--- src/rtl/status_chain_pkg.sv ---
package status_chain_pkg;
  typedef struct packed {
    logic rise;
    logic fall;
  } en_edge_t;
endpackage

--- src/rtl/scr_freq_monitor.sv ---
module scr_freq_monitor
  import status_chain_pkg::*;
#(
  parameter int MAX_PERIOD = 50000
) (
  input  logic     clk,
  input  logic     rst,
  input  logic     en_in,
  output logic     en_lvl,
  output en_edge_t evt,
  output logic     enabled
);
  localparam int CW = $clog2(MAX_PERIOD + 1);
  localparam logic [CW-1:0] MAXV = CW'(MAX_PERIOD);
  localparam logic [CW-1:0] LASTV = CW'(MAX_PERIOD - 1);

  logic [CW-1:0] since_rise;

  assign evt.rise = en_in & ~en_lvl;
  assign evt.fall = ~en_in & en_lvl;

  always_ff @(posedge clk) begin
    if (rst) begin
      en_lvl     <= 1'b0;
      since_rise <= MAXV;
      enabled    <= 1'b0;
    end else begin
      en_lvl <= en_in;
      if (evt.rise) begin
        since_rise <= '0;
        enabled    <= (since_rise < MAXV);
      end else if (since_rise != MAXV) begin
        since_rise <= since_rise + CW'(1);
        if (since_rise == LASTV) enabled <= 1'b0;
      end
    end
  end

  // enable can only appear on a rising enable edge
  p_enable_on_rise_r3: assert property (@(posedge clk) disable iff (rst)
    $rose(enabled) |-> $past(en_in && !en_lvl));

  // a saturated counter means a stopped clock, never enabled
  p_timeout_clears_r3: assert property (@(posedge clk) disable iff (rst)
    (since_rise == MAXV) |-> !enabled);
endmodule

--- src/rtl/scr_phase_checker.sv ---
module scr_phase_checker
  import status_chain_pkg::*;
#(
  parameter int SAMPLE_DLY   = 8,
  parameter int GOOD_PERIODS = 4
) (
  input  logic     clk,
  input  logic     rst,
  input  logic     en_lvl,
  input  en_edge_t evt,
  input  logic     enabled,
  input  logic     stat_in,
  output logic     valid
);
  localparam int DW = $clog2(SAMPLE_DLY + 1);
  localparam int GW = $clog2(GOOD_PERIODS + 1);
  localparam logic [DW-1:0] DLYV  = DW'(SAMPLE_DLY);
  localparam logic [GW-1:0] GOODV = GW'(GOOD_PERIODS);
  localparam logic [GW-1:0] PREV  = GW'(GOOD_PERIODS - 1);

  logic          armed;
  logic [DW-1:0] dly;
  logic [GW-1:0] good_cnt;
  logic          any_edge;
  logic          sample_now;
  logic          sample_ok;

  assign any_edge   = evt.rise | evt.fall;
  // a sample colliding with the next edge is dropped
  assign sample_now = armed && (dly == DLYV) && !any_edge;
  assign sample_ok  = (stat_in == en_lvl);

  always_ff @(posedge clk) begin
    if (rst) begin
      armed    <= 1'b0;
      dly      <= '0;
      good_cnt <= '0;
      valid    <= 1'b0;
    end else begin
      if (any_edge) begin
        armed <= 1'b1;
        dly   <= DW'(1);
      end else if (armed) begin
        if (dly == DLYV) armed <= 1'b0;
        else             dly   <= dly + DW'(1);
      end

      if (!enabled) begin
        good_cnt <= '0;
        valid    <= 1'b0;
      end else if (sample_now) begin
        if (!sample_ok) begin
          good_cnt <= '0;
          valid    <= 1'b0;
        end else if (en_lvl) begin
          if (good_cnt != GOODV) good_cnt <= good_cnt + GW'(1);
          if (good_cnt >= PREV)  valid    <= 1'b1;
        end
      end
    end
  end

  // a mismatching sample drops validity at the next edge
  p_mismatch_clears_r4: assert property (@(posedge clk) disable iff (rst)
    (sample_now && enabled && (stat_in != en_lvl)) |=> !valid);

  // validity never survives a disabled cycle
  p_valid_needs_enable_r5: assert property (@(posedge clk) disable iff (rst)
    !enabled |=> !valid);

  // validity only rises on a matching high-half sample
  p_valid_rise_r5: assert property (@(posedge clk) disable iff (rst)
    $rose(valid) |-> $past(sample_now && en_lvl && stat_in));
endmodule

--- src/rtl/scr_status_driver.sv ---
module scr_status_driver
  import status_chain_pkg::*;
(
  input  logic     clk,
  input  logic     rst,
  input  logic     en_in,
  input  en_edge_t evt,
  input  logic     valid,
  input  logic     enabled,
  input  logic     stack_ok,
  output logic     stat_out,
  output logic     stat_out_n
);
  logic pass;
  logic next_lvl;

  assign pass     = valid & stack_ok & enabled;
  assign next_lvl = pass & en_in;

  always_ff @(posedge clk) begin
    if (rst) begin
      stat_out   <= 1'b0;
      stat_out_n <= 1'b1;
    end else if (evt.rise | evt.fall) begin
      stat_out   <= next_lvl;
      stat_out_n <= ~next_lvl;
    end else if (!enabled) begin
      stat_out   <= 1'b0;
      stat_out_n <= 1'b1;
    end
  end

  // the two status lines never agree
  p_complement_r9: assert property (@(posedge clk) disable iff (rst)
    stat_out != stat_out_n);

  // a status change needs an enable edge or a lost enable
  p_change_on_edge_r8: assert property (@(posedge clk) disable iff (rst)
    !$stable(stat_out) |-> ($past(evt.rise | evt.fall) || !$past(enabled)));

  // an edge seen while not passing leaves the output low
  p_gate_low_r7: assert property (@(posedge clk) disable iff (rst)
    ((evt.rise | evt.fall) && !pass) |=> !stat_out);
endmodule

--- src/rtl/status_chain_relay.sv ---
module status_chain_relay
  import status_chain_pkg::*;
#(
  parameter int CLK_HZ       = 100_000_000,
  parameter int MIN_EN_HZ    = 2000,
  parameter int SAMPLE_DLY   = 8,
  parameter int GOOD_PERIODS = 4
) (
  input  logic clk,
  input  logic rst,
  input  logic en_in,
  input  logic stat_in,
  input  logic stack_ok,
  output logic en_out,
  output logic stat_out,
  output logic stat_out_n,
  output logic enabled
);
  localparam int MAX_PERIOD = CLK_HZ / MIN_EN_HZ;

  en_edge_t evt;
  logic     en_lvl;
  logic     valid;

  scr_freq_monitor #(.MAX_PERIOD(MAX_PERIOD)) u_freq (
    .clk(clk), .rst(rst), .en_in(en_in),
    .en_lvl(en_lvl), .evt(evt), .enabled(enabled)
  );

  scr_phase_checker #(.SAMPLE_DLY(SAMPLE_DLY), .GOOD_PERIODS(GOOD_PERIODS)) u_phase (
    .clk(clk), .rst(rst), .en_lvl(en_lvl), .evt(evt),
    .enabled(enabled), .stat_in(stat_in), .valid(valid)
  );

  scr_status_driver u_drv (
    .clk(clk), .rst(rst), .en_in(en_in), .evt(evt), .valid(valid),
    .enabled(enabled), .stack_ok(stack_ok),
    .stat_out(stat_out), .stat_out_n(stat_out_n)
  );

  assign en_out = en_lvl;

  // forwarded enable is the input one clock later
  p_en_copy_r2: assert property (@(posedge clk) disable iff (rst)
    en_out == $past(en_in));
endmodule

--- config.mk ---
export PLATFORM = sky130hd
export DESIGN_NAME = status_chain_relay
export DESIGN_NICKNAME = d
export VERILOG_FILES = /design/src/rtl/status_chain_pkg.sv /design/src/rtl/scr_freq_monitor.sv /design/src/rtl/scr_phase_checker.sv /design/src/rtl/scr_status_driver.sv /design/src/rtl/status_chain_relay.sv
export SDC_FILE = /design/constraint.sdc
export NUM_CORES = 1
export LEC_CHECK = 0
export BUFFER_PORTS_ARGS = -buffer_cell sky130_fd_sc_hd__buf_2
export CAP_MARGIN = 40
export CORE_MARGIN = 5
export CORE_UTILIZATION = 62
export CTS_BUF_LIST = sky130_fd_sc_hd__clkbuf_4
export DETAILED_ROUTE_END_ITERATION = 12
export PLACE_DENSITY = 0.85
export SKIP_CTS_REPAIR_TIMING = 1
export SLEW_MARGIN = 20
export SYNTH_ARGS = -nofsm -noshare
export SYNTH_HDL_FRONTEND = slang
export SYNTH_SLANG_ARGS = --single-unit
--- constraint.sdc ---
create_clock -name clk -period 1.94 [get_ports clk]
set_input_delay 0.388 -clock clk [delete_from_list [all_inputs] [get_ports clk]]
set_output_delay 0.388 -clock clk [all_outputs]
set_load 0.01 [all_outputs]
==> results of run 1 <==
-- synthesized netlist by cell type, types with 3 or more instances --
master    instances
a21oi_1           9
and4_1            4
clkbuf_1          3
dfxtp_1          29
ha_1              9
inv_1             9
nand2_1          13
nand3_1           6
nand4_1          10
nor2_1           15
nor2b_1           3
nor4_1            4
o21ai_0          12
xnor2_1           7
xor2_1            9
-- through the flow --
| stage | total power, mW | utilization (%) | cell area, um2 |
|---|---|---|---|
| 6_report | 1.10 | 70.4 | 1560 |
| 5_1_grt | 1.16 | 70.4 | 1560 |
| 4_1_cts | 1.12 | 70.4 | 1560 |
| 3_5_place_dp | 0.771 | 68.2 | 1510 |
| 3_3_place_gp | 0.764 | 68.2 | 1510 |
| 2_1_floorplan | 0.738 | - | 1430 |
-- critical path, delay by kind of cell (launching register included) --
kind | cells | cell delay, ns
flops | 1 | 0.34
simple gates | 3 | 0.83
buf+inv | 1 | 0.07
compound gates | 1 | 0.16
fa+ha+maj | 1 | 0.31
-- placed cells by master, fill, tap and decap left out, drive strengths merged, types with 2 or more instances in the layout --
cell,netlist,final
nor2,15,15
nor4,4,4
a21oi,9,9
nand2,14,14
dfxtp,29,29
clkbuf,3,6
clkinv,1,2
inv,9,9
and4,4,4
and2,2,2
nand3,6,6
xnor2,7,7
o21ai,12,12
nor3,2,2
xor2,9,9
buf,1,10
nor3b,2,2
nor2b,3,3
nand4,10,10
mux2i,2,2
ha,9,9
-- cell type report --
class,count,area share [%]
repair buffers,10,3.54
well taps,28,2.25
multi-input cells,123,51.4
clock buffers,6,2.89
clock inverters,1,0.241
inverters,10,2.41
flip-flops and latches,29,37.3
-- flip-flops by register name, summed over array words and instances, names as in the netlist --
register / count
u_freq.since_rise: 16
u_phase.dly: 4
u_phase.good_cnt: 3
u_drv.stat_out: 1
u_drv.stat_out_n: 1
u_freq.en_lvl: 1
u_freq.enabled: 1
u_phase.armed: 1
u_phase.valid: 1
-- metal layers --
metal  wire, um  GRT usage [%]  up-vias
met5          0              0        -
met4         52           8.28        0
met3        136           7.57        6
met2       1320           32.3       24
met1       1200           20.3      564
li1           -              -      610
-- cell families after synthesis --
family / count (synthesis)
xor+xnor: 16
compound gates: 26
flops: 29
mux: 2
buf+inv: 14
fa+ha+maj: 9
simple gates: 70
-- how the worst min path moves through the flow --
stage,cells after the start,slack [ns],end
after floorplan,1,0.46,u_drv.stat_out
after global placement,2,0.46,u_drv.stat_out
after detailed placement,2,0.46,u_drv.stat_out
after CTS,2,0.29,u_drv.stat_out
after global routing,2,0.32,u_freq.en_lvl
final,2,0.31,u_phase.dly[0]
-- power by group --
part           internal, mW  switching (mW)
Combinational        0.0509          0.0610
Sequential            0.618          0.0296
Clock                 0.145           0.193
Total                 0.814           0.283
==> metrics.txt, run 1 <==
Hold WC Path Type input pin to flop; hold wc startpoint rst; Mapped Nets 180; Filler cells around 180; CTS H-tree depth 2; total CTS buffers 5; CTS tree built; clk_lat worst skew 0.32 ns; residual DRC count 0; Setup crit start kind flop; layout cells sized above 1 ~11%; routed vias about 1200; Post-Synth XOR/XNOR Area under 10%; worst hold slack 0.313 ns; crit path launch u_freq.en_lvl; minimum clock period 1.77 ns; status completed; mapped cell area about 0.0014 mm2; Cells after Synth 166; fmax between 500 and 600 MHz; Synth area leaders dfxtp_1, ha_1, xor2_1, nand4_1, xnor2_1; Routed Antenna Nets 0; data arrival time of the worst path roughly 2.0 ns; Critical R2R Capture u_phase.good_cnt[2]; die span in y between 50 and 60 um; CP max-delay cell or4_4; clock sink total 29; critical path, cell by cell inv_1, ha_1, nand2_2, or4_4, or3_1, a21oi_1; Inst Count DP 200; die width roughly 58 um; worst-path fanout max 4; simple logic cell fraction of the synthesized area about a quarter; syn avg cell area 8.64 um2; worst r2r src u_freq.en_lvl; row count 17; drt via density slightly below 6; fin crit share slightly above 90%; multi-input combinational cell area about 800 um2; HPWL Detailed around 2.0 mm; Worst-Margin Slew 0.555 ns; GR Util All Layers 18.8%; maximum root-to-sink buffer count 2; Final setup violation count 0; Place WS between 0.09 and 0.1 ns; largest net degree at the start of global routing 11; pwr/cell area around 700 mW/mm2; DRT Wirelength 2.72 mm; Slew Limit Fails 0; Starting Density roughly 65%; reg-to-reg slack, setup roughly 0.17 ns; Final WS setup around 0.17 ns; post-synthesis sequential area ratio around two fifths; GPL Wtd Cong between 0.8 and 0.9; GRT Residual Overflow 0; IO Port Bufs 8; FF-to-FF path depth 6; Setup CP Type flop to flop; Cell variety after synth 35; nets@finish slightly below 200; io pins 9; vias in the first global route around 1200; maximum VDD drop between 0.0005 and 0.0006 V; Clk pin slew, worst setup/hold paths 0.08 ns; CP max stage delay between 0.4 and 0.5 ns; clock root buffer clkbuf_4; Setup TNS 0 ns; adder-cell share of the synthesized area 7.85%; Synth Area in Compound Gates about 10%; sequential cell area a little under 600 um2; total core area between 0.002 and 0.0025 mm2; 1st-iter DRT viols 24; final hold vios 0; CP endpoint u_phase.good_cnt[2]; Top FF cell, synth dfxtp_1; max capacitance violation total 0; Yosys reg bits 29; main combinational cell family by area after synthesis simple AND/OR/NAND/NOR gates; Worst EP required ~2.2 ns; post-synth top area cell dfxtp_1; Layout Cells excl Fill 207; number of antenna violations at the first check in global routing 0; global-route wire length before repair 4.93 mm; Async SR Flop Fraction 0%; P_leak slightly below 0.6 nW; Syn-to-layout area delta 8.55%; relative slew slack between 60 and 70%; synth warn 0; Pre-Repair DR Iteration Count 4; Post-synth EDFFs 0; # diodes 0; Die Area 0.00337 mm2; RSZ-0062 raised after global routing no; CP endpoint kind flop; routed length per instance between 10 and 15 um; clock skew about 0.0064 ns; mux cell area share after synthesis under 10%; Synth top area share 40.5%
No activity file was read; power rests on OpenSTA's default activity.
==> run 2: changes to the inputs <==
ABC_AREA = 1   (was unset)
CAP_MARGIN = unset   (was 40)
==> metrics.txt, run 2 <==
# diodes 0; IO Port Bufs 8; RSZ-0062 raised after global routing no; Starting Density about two thirds; GPL Wtd Cong 0.844; Async SR Flop Fraction 0%; Routed Antenna Nets 0; CTS tree built; maximum root-to-sink buffer count 2; routed vias 1408; GR Util All Layers a little under a fifth; P_leak around 0.8 nW; io pins 9; fmax around 700 MHz; critical path, cell by cell inv_1, ha_1, inv_2, nor2_1, nand3_2, o21ai_1, nor2_1; maximum VDD drop a little over 0.0006 V; total CTS buffers 5; crit path buf inv count 2; Cells after Synth 234; worst-path fanout max 5; Worst-Margin Slew between 0.2 and 0.25 ns; Sw Pwr ~320 uW; synth warn 0; CP max-delay cell ha_1; clock power share between 30% and 40%; total core area about 0.0025 mm2; Post-DP Area between 0.0015 and 0.002 mm2; most common cell in the netlist nand2_1; syn avg cell area 6.89 um2; clk_lat worst skew about 0.33 ns; commonest non-fill, non-tap cell in the layout nand2_1; post-synth top area cell dfxtp_1; layout cells sized above 1 14.5%; status completed; vias in the first global route 1326; nets@finish between 200 and 300; max FFs per register 16; Slew Limit Fails 0; top flop regs u_freq.since_rise: 16 flops, u_phase.dly: 4 flops, u_phase.good_cnt: 3 flops; Yosys reg bits 29; sw frac roughly 29%; Filler cells ~230; Flop pwr share between 50 and 60%; clock sink total 29; HPWL Detailed between 2 and 2.5 mm; pwr/cell area ~640 mW/mm2; CP endpoint kind flop; Post-synth EDFFs 0; Setup CP Type flop to flop; die width about 61 um; max capacitance violation total 0; CP max stage delay roughly 0.35 ns; die span in y approximately 60 um; post-route cell area between 0.0015 and 0.002 mm2; most flop-heavy register u_freq.since_rise; GRT Residual Overflow 0; global-route wire length before repair 5.35 mm; largest net degree at the start of global routing 11; 1st-iter DRT viols 72; Synth top area share about 36%; residual DRC count 0; Pre-Repair DR Iteration Count 4; commonest non-fill, non-tap cells in the layout nand2_1, nor2_1, inv_1, dfxtp_1, nand3_1; mapped cell area between 0.0015 and 0.002 mm2; clock skew 0.00805 ns; Setup crit start kind flop; routed length per instance 10.7 um; fin crit share 74.2%; CP top delay family simple AND/OR/NAND/NOR gates; row count 18; internal power slightly below 800 uW; Worst EP required between 2 and 2.5 ns; Syn-to-layout area delta 7.61%; minimum clock period 1.44 ns; Final setup violation count 0; Clk pin slew, worst setup/hold paths around 0.090 ns; DRT Wirelength about 3.0 mm; Cell variety after synth 27; final hold vios 0; CTS H-tree depth 2; synth cell count leaders nand2_1, nor2_1, dfxtp_1, inv_1, nand3_1; Top FF cell, synth dfxtp_1; Hold WC Path Type input pin to flop; Die Area roughly 0.0037 mm2; drt via density slightly above 5; Synth area leaders dfxtp_1, nand2_1, nor2_1, ha_1, inv_1; CP most frequent cell nor2_1; Setup TNS 0 ns; Mapped Nets ~250; clock root buffer clkbuf_4; data arrival time of the worst path 1.67 ns; relative slew slack approximately 84%; number of antenna violations at the first check in global routing 0; Gate power share ~11%; post-synthesis sequential area ratio between 30% and 40%
-- run 2: cell types whose count changed after synthesis, moves of 8 or more --
| cell | delta |
|---|---|
| inv_1 | +20 |
| nor2_1 | +28 |
| nand3_1 | +12 |
| nand4_1 | -9 |
| xor2_1 | -8 |
| nand2_1 | +34 |
-- run 2: path summary, 6_finish.rpt --
path,slack [ns],start,end,cells past startpoint
hold reg to reg,0.50,u_drv.stat_out,u_drv.stat_out,2
setup / recovery,0.50,u_freq.en_lvl,u_phase.good_cnt[2],7
hold / removal,0.29,en_in,u_freq.en_lvl,3
setup reg to reg,0.50,u_freq.en_lvl,u_phase.good_cnt[2],7
-- run 2: final cells by class --
type                            instances  area [um2]  share of cell area (%)
Inverter                               36         135                    7.79
Clock buffer                            5        37.5                    2.16
Multi-Input combinational cell        168         891                    51.4
Timing Repair Buffer                    8        40.0                    2.31
Clock inverter                          3        12.5                   0.722
Sequential cell                        29         581                    33.5
Tap cell                               30        37.5                    2.16
-- run 2: layer usage --
metal  GRT usage, %  wire, um  vias up
li1               -         -      765
met5              0         0        -
met4           7.43        53        0
met1           24.9      1510      614
met3           4.04        93        8
met2           30.4      1340       21
-- run 2: per-stage QoR --
stage / hold WS, ns / std cells / utilization, % / power (mW) / worst slack [ns]
after floorplan: 0.437 / 234 / - / 0.744 / 0.563
after global placement: 0.466 / 271 / 68.0 / 0.772 / 0.428
after detailed placement: 0.465 / 271 / 68.0 / 0.774 / 0.368
after CTS: 0.298 / 279 / 70.0 / 1.11 / 0.497
after global routing: 0.318 / 279 / 70.0 / 1.17 / 0.307
final: 0.288 / 279 / 70.0 / 1.11 / 0.501
-- run 2: power by group through the flow --
stage | Clock [mW] | Combinational, mW | Sequential [mW]
finish | 0.348 | 0.120 | 0.642
global route | 0.384 | 0.141 | 0.645
CTS | 0.345 | 0.121 | 0.641
detailed placement | 0 | 0.120 | 0.654
global placement | 0 | 0.118 | 0.654
floorplan | 0 | 0.0946 | 0.650
-- run 2: worst min-delay path, cell delays in order --
cell	delay, ns
buf_2	0.12
inv_1	0.05
nor2_1	0.03
-- run 2: kinds of logic after synthesis --
| logic type | count (synthesis) | synth area share, % |
|---|---|---|
| adders and majority gates | 9 | 6.99 |
| AOI/OAI and AO/OA | 31 | 10.2 |
| DFF | 29 | 36.0 |
| and+or+nand+nor | 126 | 37.0 |
| xor gates and xnor gates | 2 | 1.09 |
| buffers and inverters | 37 | 8.69 |
==> run 3: changes to the inputs <==
CORE_UTILIZATION = 56   (was 62)
PLACE_DENSITY = 0.81   (was 0.85)
clock period = 1.2 ns   (was 1.94 ns; I/O delays follow)
==> metrics.txt, run 3 (synthesized netlist as in run 2, its figures left out) <==
maximum root-to-sink buffer count 2; failing checks setup timing; Die Area 0.00405 mm2; Final setup violation count 7; Layout Cells excl Fill 300; Setup TNS -0.670 ns; max capacitance violation total 0; clock root buffer clkbuf_4; pwr/cell area about 900 mW/mm2; data arrival time of the worst path ~1.6 ns; Worst EP required about 1.4 ns; GR Util All Layers between 15 and 20%; number of antenna violations at the first check in global routing 0; clock sink total 29; met3 wire length 168 um; relative slew slack 79.7%; most flop-heavy register u_freq.since_rise; worst-path fanout max 4; P_leak about 0.96 nW; Final WS setup -0.141 ns; routed vias around 1600; Routed met1 length approximately 1.7 mm; fmax 746 MHz; commonest non-fill, non-tap cell in the layout nand2_1; CTS tree built; Place WS -0.106 ns; overall power roughly 2 mW; io pins 9; largest net degree at the start of global routing 10; layout cells sized above 1 about 40%; CTS H-tree depth 2; max FFs per register 16; total CTS buffers 5; hold wc startpoint rst; Starting Density 58.4%; Inst Count DP between 200 and 300; Hold WC Path Type input pin to flop; final hold vios 0; maximum VDD drop approximately 0.0010 V; fin crit share 112%; total core area between 0.002 and 0.003 mm2; die span in y ~64 um; crit path launch u_freq.en_lvl; IO Port Bufs 8; worst hold slack between 0.2 and 0.25 ns; Post-DP Area about 0.0018 mm2; Setup crit start kind flop; global-route wire length before repair around 6 mm; GPL Wtd Cong between 0.8 and 0.9; metal2 WL 1.94 mm; Pre-Repair DR Iteration Count 4; Slew Limit Fails 0; minimum clock period roughly 1.3 ns; HPWL Detailed around 2.6 mm; nets@finish 282; Worst-Margin Slew between 0.3 and 0.4 ns; vias in the first global route between 1000 and 1500; Final Util 77.7%; routed length per instance around 13 um; row count 19; worst r2r src u_freq.en_lvl; status complete, but fails checks; DRT Wirelength a little under 4 mm; Setup CP Type flop to flop; clock skew 0.00590 ns; top sig layer met4; die width between 60 and 70 um; Routed Antenna Nets 0; RSZ-0062 raised after global routing yes; post-route cell area around 0.0021 mm2; residual DRC count 0; GRT Residual Overflow 0; CP endpoint kind flop; drt via density 5.32; commonest non-fill, non-tap cells in the layout nand2_1, nor2_1, inv_1; top flop regs u_freq.since_rise: 16 flops, u_phase.dly: 4 flops, u_phase.good_cnt: 3 flops; clk_lat worst skew around 0.32 ns; Clk pin slew, worst setup/hold paths 0.09 ns; 1st-iter DRT viols between 90 and 100; # diodes 0; Syn-to-layout area delta 32.9%
run 3: worst max-delay path, cell delays in order (launching register included):
cell and delay [ns]:
dfxtp_2 0.37, inv_4 0.05, ha_4 0.24, buf_4 0.15, nor2_1 0.12, nand3_1 0.11, o31ai_1 0.10, nand2_1 0.09
run 3: layer usage:
layer	track usage, %	vias up
met4	5.19	0
met5	0	-
met2	29.7	40
met1	22.1	743
met3	4.97	7
li1	-	807
run 3: worst paths after layout:
| check | endpoint | slack [ns] | cells past startpoint |
|---|---|---|---|
| min reg2reg | u_phase.dly[1] | 0.50 | 2 |
| max reg2reg | u_drv.stat_out_n | -0.14 | 7 |
| max | u_drv.stat_out_n | -0.14 | 7 |
| min | u_freq.en_lvl | 0.21 | 2 |
run 3: power by group:
part	leakage [nW]	switching [mW]	internal, mW
combinational	0.685	0.199	0.168
clock	0.0300	0.336	0.211
sequential	0.243	0.0390	0.997
total	0.958	0.575	1.38
run 3: final cells by class:
type | count | area [um2]
Sequential cell | 29 | 612
Inverter | 36 | 140
Tap cell | 31 | 38.8
Clock buffer | 5 | 37.5
Clock inverter | 3 | 12.5
Timing Repair Buffer | 28 | 198
Fill cell | 189 | 616
Multi-Input combinational cell | 168 | 1100
